[config.mk]
export PLATFORM = sky130hd
export DESIGN_NAME = rx_byte_queue
export DESIGN_NICKNAME = d
export VERILOG_FILES = /design/src/rtl/rxq_pkg.sv /design/src/rtl/rxq_ctrl.sv /design/src/rtl/rxq_store.sv /design/src/rtl/rxq_flags.sv /design/src/rtl/rxq_idle_timer.sv /design/src/rtl/rx_byte_queue.sv
export SDC_FILE = /design/constraint.sdc
export NUM_CORES = 1
export LEC_CHECK = 0
export CORE_MARGIN = 2
export CORE_UTILIZATION = 25
export CTS_CLUSTER_SIZE = 25
export DETAILED_ROUTE_END_ITERATION = 7
export SYNTH_ARGS = -nofsm -noshare
export SYNTH_HDL_FRONTEND = slang
export SYNTH_HIERARCHICAL = 1
export SYNTH_SLANG_ARGS = --single-unit
[constraint.sdc]
create_clock -name clk -period 3.7 [get_ports clk]
set_input_delay 0.37 -clock clk [delete_from_list [all_inputs] [get_ports clk]]
set_output_delay 0.37 -clock clk [all_outputs]
set_load 0.005 [all_outputs]
[src/rtl/rxq_pkg.sv]
// Package: shared defaults and types for the receive byte queue.
// Assumes: nothing; holds only constants and type definitions.
package rxq_pkg;

    localparam int RXQ_DEPTH      = 64;
    localparam int RXQ_DATA_W     = 8;
    localparam int RXQ_LIMIT_W    = 8;
    localparam int RXQ_UNIT_TICKS = 4;

    // Strobe decode result, one flag per queue action in a cycle.
    typedef struct packed {
        logic flush;   // soft clear, overrides everything else
        logic push;    // byte accepted into storage
        logic drop;    // byte refused because storage is full
        logic pop;     // oldest byte removed
        logic rd_req;  // read strobe seen (loads rd_byte)
        logic reload;  // idle timer starts over
    } rxq_evt_t;

    // Idle timer state: counting allowed, or already fired.
    typedef enum logic {
        TMR_ARMED = 1'b0,
        TMR_SPENT = 1'b1
    } tmr_state_e;

endpackage

[src/rtl/rxq_ctrl.sv]
// Module: rxq_ctrl
// Decodes the raw strobes into queue actions for this cycle.
// Assumes: empty/full reflect the registered stored count of this cycle.
module rxq_ctrl
    import rxq_pkg::*;
(
    input  logic wr_en,
    input  logic rd_en,
    input  logic restart_tmo,
    input  logic soft_clear,
    input  logic empty,
    input  logic full,
    output logic do_flush,
    output logic do_push,
    output logic do_drop,
    output logic do_pop,
    output logic do_rd_req,
    output logic do_reload
);

    rxq_evt_t evt;

    // Purpose: build the action set; soft clear masks all other actions.
    always_comb begin
        evt        = '0;
        evt.flush  = soft_clear;
        evt.push   = wr_en && !full  && !soft_clear;
        evt.drop   = wr_en &&  full  && !soft_clear;
        evt.pop    = rd_en && !empty && !soft_clear;
        evt.rd_req = rd_en && !soft_clear;
        evt.reload = soft_clear || restart_tmo || wr_en || evt.pop;
    end

    assign do_flush  = evt.flush;
    assign do_push   = evt.push;
    assign do_drop   = evt.drop;
    assign do_pop    = evt.pop;
    assign do_rd_req = evt.rd_req;
    assign do_reload = evt.reload;

endmodule

[src/rtl/rxq_store.sv]
// Module: rxq_store
// Circular byte storage with read/write positions, stored count and
// the registered read-data output.
// Assumes: push is never asserted while the count equals DEPTH and pop
// never while it is zero (rxq_ctrl guarantees this).
module rxq_store #(
    parameter int DEPTH  = 64,
    parameter int DATA_W = 8
) (
    input  logic                       clk,
    input  logic                       rst_n,
    input  logic                       flush,
    input  logic                       push,
    input  logic                       pop,
    input  logic                       rd_req,
    input  logic [DATA_W-1:0]          wr_byte,
    output logic [DATA_W-1:0]          rd_byte,
    output logic [$clog2(DEPTH+1)-1:0] count
);

    localparam int AW    = (DEPTH > 1) ? $clog2(DEPTH) : 1;
    localparam int CW    = $clog2(DEPTH + 1);
    localparam logic [AW-1:0] LAST = AW'(DEPTH - 1);

    logic [DATA_W-1:0] mem [DEPTH];
    logic [AW-1:0]     wr_pos;
    logic [AW-1:0]     rd_pos;

    // Purpose: store an accepted byte at the write position.
    always_ff @(posedge clk) begin
        if (push) begin
            mem[wr_pos] <= wr_byte;
        end
    end

    // Purpose: advance the write position with wrap at DEPTH.
    always_ff @(posedge clk) begin
        if (!rst_n || flush) begin
            wr_pos <= '0;
        end else if (push) begin
            wr_pos <= (wr_pos == LAST) ? '0 : wr_pos + 1'b1;
        end
    end

    // Purpose: advance the read position with wrap at DEPTH.
    always_ff @(posedge clk) begin
        if (!rst_n || flush) begin
            rd_pos <= '0;
        end else if (pop) begin
            rd_pos <= (rd_pos == LAST) ? '0 : rd_pos + 1'b1;
        end
    end

    // Purpose: track how many bytes are held.
    always_ff @(posedge clk) begin
        if (!rst_n || flush) begin
            count <= '0;
        end else begin
            case ({push, pop})
                2'b10:   count <= count + CW'(1);
                2'b01:   count <= count - CW'(1);
                default: count <= count;
            endcase
        end
    end

    // Purpose: load read data on a read strobe, zero when nothing is held.
    always_ff @(posedge clk) begin
        if (!rst_n || flush) begin
            rd_byte <= '0;
        end else if (rd_req) begin
            rd_byte <= pop ? mem[rd_pos] : '0;
        end
    end

endmodule

[src/rtl/rxq_flags.sv]
// Module: rxq_flags
// Derives empty/full/level flags from the stored count and keeps the
// sticky overrun flag.
// Assumes: count is the registered count from rxq_store.
module rxq_flags #(
    parameter int DEPTH = 64
) (
    input  logic                       clk,
    input  logic                       rst_n,
    input  logic                       flush,
    input  logic                       drop,
    input  logic [$clog2(DEPTH+1)-1:0] count,
    input  logic [$clog2(DEPTH)-1:0]   watermark,
    output logic                       empty,
    output logic                       full,
    output logic                       level_hit,
    output logic                       overrun
);

    localparam int CW = $clog2(DEPTH + 1);
    localparam int WW = $clog2(DEPTH);

    logic [CW-1:0] wm_ext;

    // Purpose: occupancy flags straight from the count.
    always_comb begin
        wm_ext    = CW'(watermark);
        empty     = (count == '0);
        full      = (count == CW'(DEPTH));
        level_hit = (watermark != WW'(0)) && (count >= wm_ext);
    end

    // Purpose: latch a dropped write until soft clear or reset.
    always_ff @(posedge clk) begin
        if (!rst_n || flush) begin
            overrun <= 1'b0;
        end else if (drop) begin
            overrun <= 1'b1;
        end
    end

endmodule

[src/rtl/rxq_idle_timer.sv]
// Module: rxq_idle_timer
// Counts bit-period ticks in groups of UNIT_TICKS while data is held and
// emits a one-cycle pulse when the unit count reaches the limit.
// Assumes: bit_tick is a single-cycle pulse; limit 0 means disabled.
module rxq_idle_timer
    import rxq_pkg::*;
#(
    parameter int LIMIT_W    = 8,
    parameter int UNIT_TICKS = 4
) (
    input  logic               clk,
    input  logic               rst_n,
    input  logic               reload,
    input  logic               holding,
    input  logic               bit_tick,
    input  logic [LIMIT_W-1:0] limit,
    output logic               tmo_pulse
);

    tmr_state_e       state;
    logic [LIMIT_W-1:0] units;
    logic [LIMIT_W:0]   units_nx;
    logic               count_en;
    logic               unit_done;

    // Purpose: counting is allowed only when armed, enabled and holding data.
    always_comb begin
        count_en = (state == TMR_ARMED) && (limit != '0) && holding;
        units_nx = {1'b0, units} + 1'b1;
    end

    generate
        if (UNIT_TICKS > 1) begin : g_prescale
            localparam int PW = $clog2(UNIT_TICKS);
            localparam logic [PW-1:0] PLAST = PW'(UNIT_TICKS - 1);
            logic [PW-1:0] pre;

            // Purpose: divide the bit tick down to one unit.
            always_ff @(posedge clk) begin
                if (!rst_n || reload) begin
                    pre <= '0;
                end else if (count_en && bit_tick) begin
                    pre <= (pre == PLAST) ? '0 : pre + 1'b1;
                end
            end

            assign unit_done = bit_tick && (pre == PLAST);
        end else begin : g_direct
            assign unit_done = bit_tick;
        end
    endgenerate

    // Purpose: accumulate units and fire once when the limit is reached.
    always_ff @(posedge clk) begin
        if (!rst_n) begin
            state     <= TMR_ARMED;
            units     <= '0;
            tmo_pulse <= 1'b0;
        end else begin
            tmo_pulse <= 1'b0;
            if (reload) begin
                state <= TMR_ARMED;
                units <= '0;
            end else if (count_en && unit_done) begin
                if (units_nx >= {1'b0, limit}) begin
                    state     <= TMR_SPENT;
                    tmo_pulse <= 1'b1;
                    units     <= '0;
                end else begin
                    units <= units_nx[LIMIT_W-1:0];
                end
            end
        end
    end

endmodule

[src/rtl/rx_byte_queue.sv]
// Module: rx_byte_queue (top)
// Receive byte queue with watermark flag, idle timeout and overrun flag.
// Assumes: DEPTH >= 2; strobes are synchronous to clk.
module rx_byte_queue
    import rxq_pkg::*;
#(
    parameter int DEPTH      = RXQ_DEPTH,
    parameter int DATA_W     = RXQ_DATA_W,
    parameter int LIMIT_W    = RXQ_LIMIT_W,
    parameter int UNIT_TICKS = RXQ_UNIT_TICKS
) (
    input  logic                     clk,
    input  logic                     rst_n,
    input  logic                     wr_en,
    input  logic [DATA_W-1:0]        wr_byte,
    input  logic                     rd_en,
    output logic [DATA_W-1:0]        rd_byte,
    input  logic [$clog2(DEPTH)-1:0] watermark,
    input  logic [LIMIT_W-1:0]       idle_limit,
    input  logic                     bit_tick,
    input  logic                     restart_tmo,
    input  logic                     soft_clear,
    output logic                     empty,
    output logic                     full,
    output logic                     level_hit,
    output logic                     idle_timeout,
    output logic                     overrun
);

    localparam int CW = $clog2(DEPTH + 1);

    logic          flush_s;
    logic          push_s;
    logic          drop_s;
    logic          pop_s;
    logic          rd_req_s;
    logic          reload_s;
    logic [CW-1:0] count_s;

    rxq_ctrl u_ctrl (
        .wr_en       (wr_en),
        .rd_en       (rd_en),
        .restart_tmo (restart_tmo),
        .soft_clear  (soft_clear),
        .empty       (empty),
        .full        (full),
        .do_flush    (flush_s),
        .do_push     (push_s),
        .do_drop     (drop_s),
        .do_pop      (pop_s),
        .do_rd_req   (rd_req_s),
        .do_reload   (reload_s)
    );

    rxq_store #(
        .DEPTH  (DEPTH),
        .DATA_W (DATA_W)
    ) u_store (
        .clk     (clk),
        .rst_n   (rst_n),
        .flush   (flush_s),
        .push    (push_s),
        .pop     (pop_s),
        .rd_req  (rd_req_s),
        .wr_byte (wr_byte),
        .rd_byte (rd_byte),
        .count   (count_s)
    );

    rxq_flags #(
        .DEPTH (DEPTH)
    ) u_flags (
        .clk       (clk),
        .rst_n     (rst_n),
        .flush     (flush_s),
        .drop      (drop_s),
        .count     (count_s),
        .watermark (watermark),
        .empty     (empty),
        .full      (full),
        .level_hit (level_hit),
        .overrun   (overrun)
    );

    rxq_idle_timer #(
        .LIMIT_W    (LIMIT_W),
        .UNIT_TICKS (UNIT_TICKS)
    ) u_timer (
        .clk       (clk),
        .rst_n     (rst_n),
        .reload    (reload_s),
        .holding   (!empty),
        .bit_tick  (bit_tick),
        .limit     (idle_limit),
        .tmo_pulse (idle_timeout)
    );

endmodule

Word-level counts from Yosys, hierarchy flattened
Memory sizes are Yosys's and may differ from the RTL's. A register that Yosys moved wholly into a read port is not among the register bits. Cells that the tools add are included.

$lt $le $gt $ge: 2. Bitwise logic cells: 3. Divide/modulo/power cells: 0. Muxes and demuxes: 11. Reduce and logical (&&, ||, !) cells: 29. Shifts and indexed selects: 0. Equal/unequal tests: 6. Add/sub/neg operators: 6. $mul: 0.

Operators with widths (count): $mux W6 (4); $mux W8 (2); $pmux W7 S2 (1); $logic_and A1 B1 Y1 (13); $add A6 B1 Y6 const B (2); $eq A6 B6 Y1 const B (2); $add A8 B1 Y9 const B (1); $ge A9 B8 Y1 (1); $reduce_bool A8 Y1 (1); $add A7 B1 Y7 const B (1); $eq A7 B7 Y1 const B (1); $ge A7 B6 Y1 (1); $logic_not A7 Y1 (1); $sub A7 B1 Y7 const B (1); $reduce_bool A6 Y1 (1); $logic_or A1 B1 Y1 (5); $eq A2 B2 Y1 const B (2); $logic_not A1 Y1 (4); $mux W1 (3); $not A1 Y1 (3); $reduce_or A3 Y1 (1); $add A2 B1 Y2 const B (1); $eq A2 B1 Y1 const B (1); $mux W2 (1); other kinds (3) (3).

Bits of input ports: 29. Memories kept: 1. Logic and storage cells: 67. Flip-flop bits (word level): 40. RAM bits: 512. ROM bits: 0. Bits in latches: 0.

Memory list: u_store.mem (depth 64, bits a word 8, rd ports 1, clocked after memory_dff 1, write ports 1, line rxq_store.sv:25) `logic [DATA_W-1:0] mem [DEPTH];`.

Depth between registers and ports, before layout
Word-level depth: 6. Mapped depth: 15.

By module
The synthesis kept the hierarchy.

By module, submodules not included: rxq_store (times used 1, cells each 1068, seq. area each 16035.4 µm², area an instance 21385.5 µm²); rxq_idle_timer (times used 1, cells each 116, seq. area each 240.2 µm², area an instance 920.9 µm²); rxq_flags (times used 1, cells each 30, seq. area each 20.0 µm², area an instance 216.5 µm²); rxq_ctrl (times used 1, cells each 8, seq. area each 0.0 µm², area an instance 51.3 µm²); rx_byte_queue (times used 1, cells each 1, seq. area each 0.0 µm², area an instance 3.8 µm²).

Worst setup path before layout
Ideal clock, no wire load.

Kind: register -> register. Start point: register u_store.count[4]. End point: register u_store.count[4]. Cell stages (with the launch flop): 16. Path slack: 149 ps. Period minus slack after synthesis: 3551 ps. Data required time: 3630 ps. Buffers on the path: 2. Arrival: 3481 ps. Path through: dfxtp_1 -> nor4_1 -> and3_1 -> nor3b_1 -> clkbuf_1 -> inv_1 -> ha_1 -> clkbuf_1 -> xor2_1 -> ha_1 -> a21oi_1 -> o21ai_0 -> a221oi_1 -> xor2_1 -> or3_1 -> a21oi_1.

Word-level cells in the longest chain between the ends: 6.

Ends and longest elaborated chain: from (decl) (line rxq_store.sv:18) `output logic [$clog2(DEPTH+1)-1:0] count`; from (signal assigned) (line rxq_store.sv:60) `2'b10: count <= count + CW'(1);`; from (signal assigned) (line rxq_store.sv:61) `2'b01: count <= count - CW'(1);`; from (signal assigned) (line rxq_store.sv:62) `default: count <= count;`; $eq A7 B7 Y1 (*) (line rxq_flags.sv:29) `full = (count == CW'(DEPTH));`; via full (line rx_byte_queue.sv:24) `output logic full,`; $logic_not A1 Y1 (*) (line rxq_ctrl.sv:27) `evt.push = wr_en && !full && !soft_clear;`; $logic_and A1 B1 Y1 (*) (2 in series) (line rxq_ctrl.sv:27); via push_s (line rx_byte_queue.sv:33) `logic push_s;`; $eq A2 B1 Y1 / $eq A2 B2 Y1 (equally long branches) (line rxq_store.sv:59) `case ({push, pop})`; $pmux W7 S2 / $reduce_bool A2 Y1 (equally long branches).

The timed path passes the listed nets; every way through them passes the cells marked *. A chain may end at the register's enable or synchronous reset.

Worst setup path after layout
Start point: register u_store.count[4]. End point: register u_store.count[4].

Word-level cells in the longest chain between the ends: 6.

Ends and longest elaborated chain (line): $eq A7 B7 Y1 (*) (rxq_flags.sv:29); $logic_not A1 Y1 (*) (rxq_ctrl.sv:27); $logic_and A1 B1 Y1 (*) (2 in series) (rxq_ctrl.sv:27); via push_s (rx_byte_queue.sv:33); $eq A2 B1 Y1 / $eq A2 B2 Y1 (equally long branches) (rxq_store.sv:59); $pmux W7 S2 / $reduce_bool A2 Y1 (equally long branches).

Marked as above.

==> impl_metrics.yaml <==
run_status:
  outcome: "finished clean"
synthesis:
  synth_cells: 1223
  synth_commonest_cells: "edfxtp_1, mux4_2, nor2_1, dfxtp_1, nand2_1"
  synth_compound_area_frac: 0.03392
  synthMuxAreaShare: 0.1531
  synth.top_cell.area_share: 0.6810
  yosysWarnings: 6
  async_reset_ff_frac: 0
  synthFlopType: "edfxtp_1"
  synth-edff-count: 512
  yosys.area.top_type: "edfxtp_1"
  syn_area_per_cell_sq_um: 18.46
  synth_seq_cells: 558
  syn_nets: 1273
  synth_area_leaders: "edfxtp_1, mux4_2, dfxtp_1"
  synth_seq_area_share: 0.7218
  synth_xor_area_frac: 0.007758
  synth_top_family_by_area: "multiplexers"
  synth.most_common_cell: "edfxtp_1"
  synth.distinct_cells: 56
  synth_fa_ha_area_frac: 0.01164
  synth-simple-area-share: 0.05087
  syn-cell-area_sq_mm: 0.02258
critical_path:
  start_kind: "register"
  crit_fanout: 10
  critPathRequiredTime_ns: 4.20
  path_class: "reg -> reg"
  end_kind: "register"
  arrival_ns: 3.87
sta:
  fin_crit_sh: 0.9107
  setup_viol: 0
  final.setup.worst_slack_ns: 0.3304
  hold_violations: 0
  finalCriticalPeriod_ns: 3.370
  slew_headroom: 0.1489
  whs_ns: 0.3041
  clock_skew_ns: 0.02613
  max_freq_mhz: 296.8
  tightest_slew_ns: 1.277
  maxSlewViolCount: 0
  setup_tns_ns: 0
  rsz0062_at_grt: "false"
cts:
  clkLatencyLatePin_ns: 0.61
  clockBufferDepth: 3
  ctsHoldBuffers: 0
  postCtsSetupBuffers: 0
  htree_num_levels: 2
  cts_tree: "done"
  clock-root-buffer: "clkbuf_16"
  cts.sinks: 558
  clk_pin_slew_worst_paths_ns: 0.06
  post_cts_resized: 0
  cts_buffers: 53
flow_run:
  maxCapViolations: 0
placement:
  place_hpwl_um: 32300
  pre_cts_slack_ns: 0.1217
  gp_congestion: 0.8304
  portBuffers: 41
detailed_routing:
  drtPass1Iterations: 5
  drcViolationCount: 0
  drt_iter0_drc: 1069
  finalWirelength_um: 51080
  vias: 11580
  wl_per_cell_um: 20.09
  via_per_inst: 4.554
  antenna_left: 0
finish:
  n_antenna_cell: 0
  syn_to_final_growth_pct: 17.05
  utilization: 0.2945
  drive_above_1_share: 0.2304
  nNetsFinal: 1375
floorplan:
  die_h_um: 304.5
  ios: 42
  start_util: 0.2516
  die_w_um: 304.5
  core-area_sq_mm: 0.08974
  rows: 110
  fp.dieArea_sq_mm: 0.09273
pwr:
  power_mw: 12.51
  internal_power_mw: 10.04
  p_comb_frac: 0.018
  p_leak_nw: 7.937
  ir_worst_vdd_mv: 0.2048
  switchingPower_mw: 2.466
  sequentialPowerShare: 0.551
  swShare: 0.1971
  clkPwrFrac: 0.432
  p_per_area_mw_per_mm2: 473.3
global_route:
  grt.overflow.total: 0
  antenna_found_initial: 3
  grt_use_total: 0.1086
  grt_max_degree: 65
  grt_pass1_vias: 11850
  grt_pass1_wl_um: 76530
hold_path:
  hold_class: "in -> reg"
-- placed cells by master (no fill, tap or decap), drive strengths merged, types with 30 or more instances in the layout --
| cell type | instances |
|---|---|
| mux4 | 128 |
| mux2i | 37 |
| inv | 30 |
| dfxtp | 46 |
| edfxtp | 512 |
| buf | 83 |
| clkdlybuf4s50 | 33 |
| nand2 | 42 |
| nor2 | 98 |
| clkbuf | 67 |
-- state kept, by name, summed over array words and instances (netlist names), named ones only --
name and count:
u_flags/overrun 1, u_store/count 7, u_store/mem 512, u_store/rd_byte 8, u_store/rd_pos 6, u_store/wr_pos 6
u_timer/g_prescale.pre 2, u_timer/state 1, u_timer/tmo_pulse 1, u_timer/units 8
-- stage by stage --
step | area (sq um) | instances
floorplan | 22580 | 1223
global route | 26430 | 2543
detailed placement | 24710 | 2446
global placement | 24710 | 2446
finish | 26430 | 2543
CTS | 26420 | 2543
-- power by group through the flow --
stage / Combinational [mW] / Sequential [mW] / Clock, mW
after global placement: 0.216 / 7.02 / 0
after floorplan: 0.0688 / 7.02 / 0
after CTS: 0.226 / 6.89 / 5.53
after global routing: 0.245 / 6.88 / 5.77
final: 0.222 / 6.89 / 5.40
after detailed placement: 0.226 / 7.02 / 0
-- worst max-delay path: stages (launching register included) --
cell      delay [ns]
dfxtp_1         0.50
nor4_1          0.13
and3_1          0.22
nor3b_1         0.36
inv_1           0.16
ha_1            0.25
xor2_1          0.15
ha_1            0.19
a21oi_1         0.22
o21ai_0         0.16
a221oi_2        0.33
xor2_1          0.14
or3_1           0.32
a21oi_1         0.15
-- logic make-up (layout without fill, tap and decap cells) --
family	count (synthesis)	after routing
xor+xnor	20	20
simple gates	237	237
fa+ha+maj	21	21
mux	183	183
compound gates	105	105
buf+inv	99	243
flops	558	558
-- cell type report --
| type | instances | area, sq um |
|---|---|---|
| Multi-Input combinational cell | 566 | 5814 |
| Tap cell | 1176 | 1471 |
| Inverter | 30 | 112.6 |
| Clock buffer | 67 | 1400 |
| Timing Repair Buffer | 116 | 1008 |
| Sequential cell | 558 | 16310 |
| Fill cell | 8821 | 63310 |
| Clock inverter | 30 | 312.8 |
-- worst paths after layout --
path | startpoint | endpoint | slack, ns | depth (start not counted)
setup reg to reg | u_store/count[4] | u_store/count[4] | 0.33 | 13
hold reg to reg | u_timer/state | u_timer/state | 0.47 | 2
setup / recovery | u_store/count[4] | u_store/count[4] | 0.33 | 13
hold / removal | wr_byte[2] | u_store/mem[11][2] | 0.30 | 1
-- per-layer routing --
metal / routed length, um / global-route usage
met1: 22700 / 0.1493
met2: 23890 / 0.1716
met3: 3552 / 0.02719
met4: 918 / 0.02786
met5: 13 / 0
No activity file was read; power rests on OpenSTA's default activity.
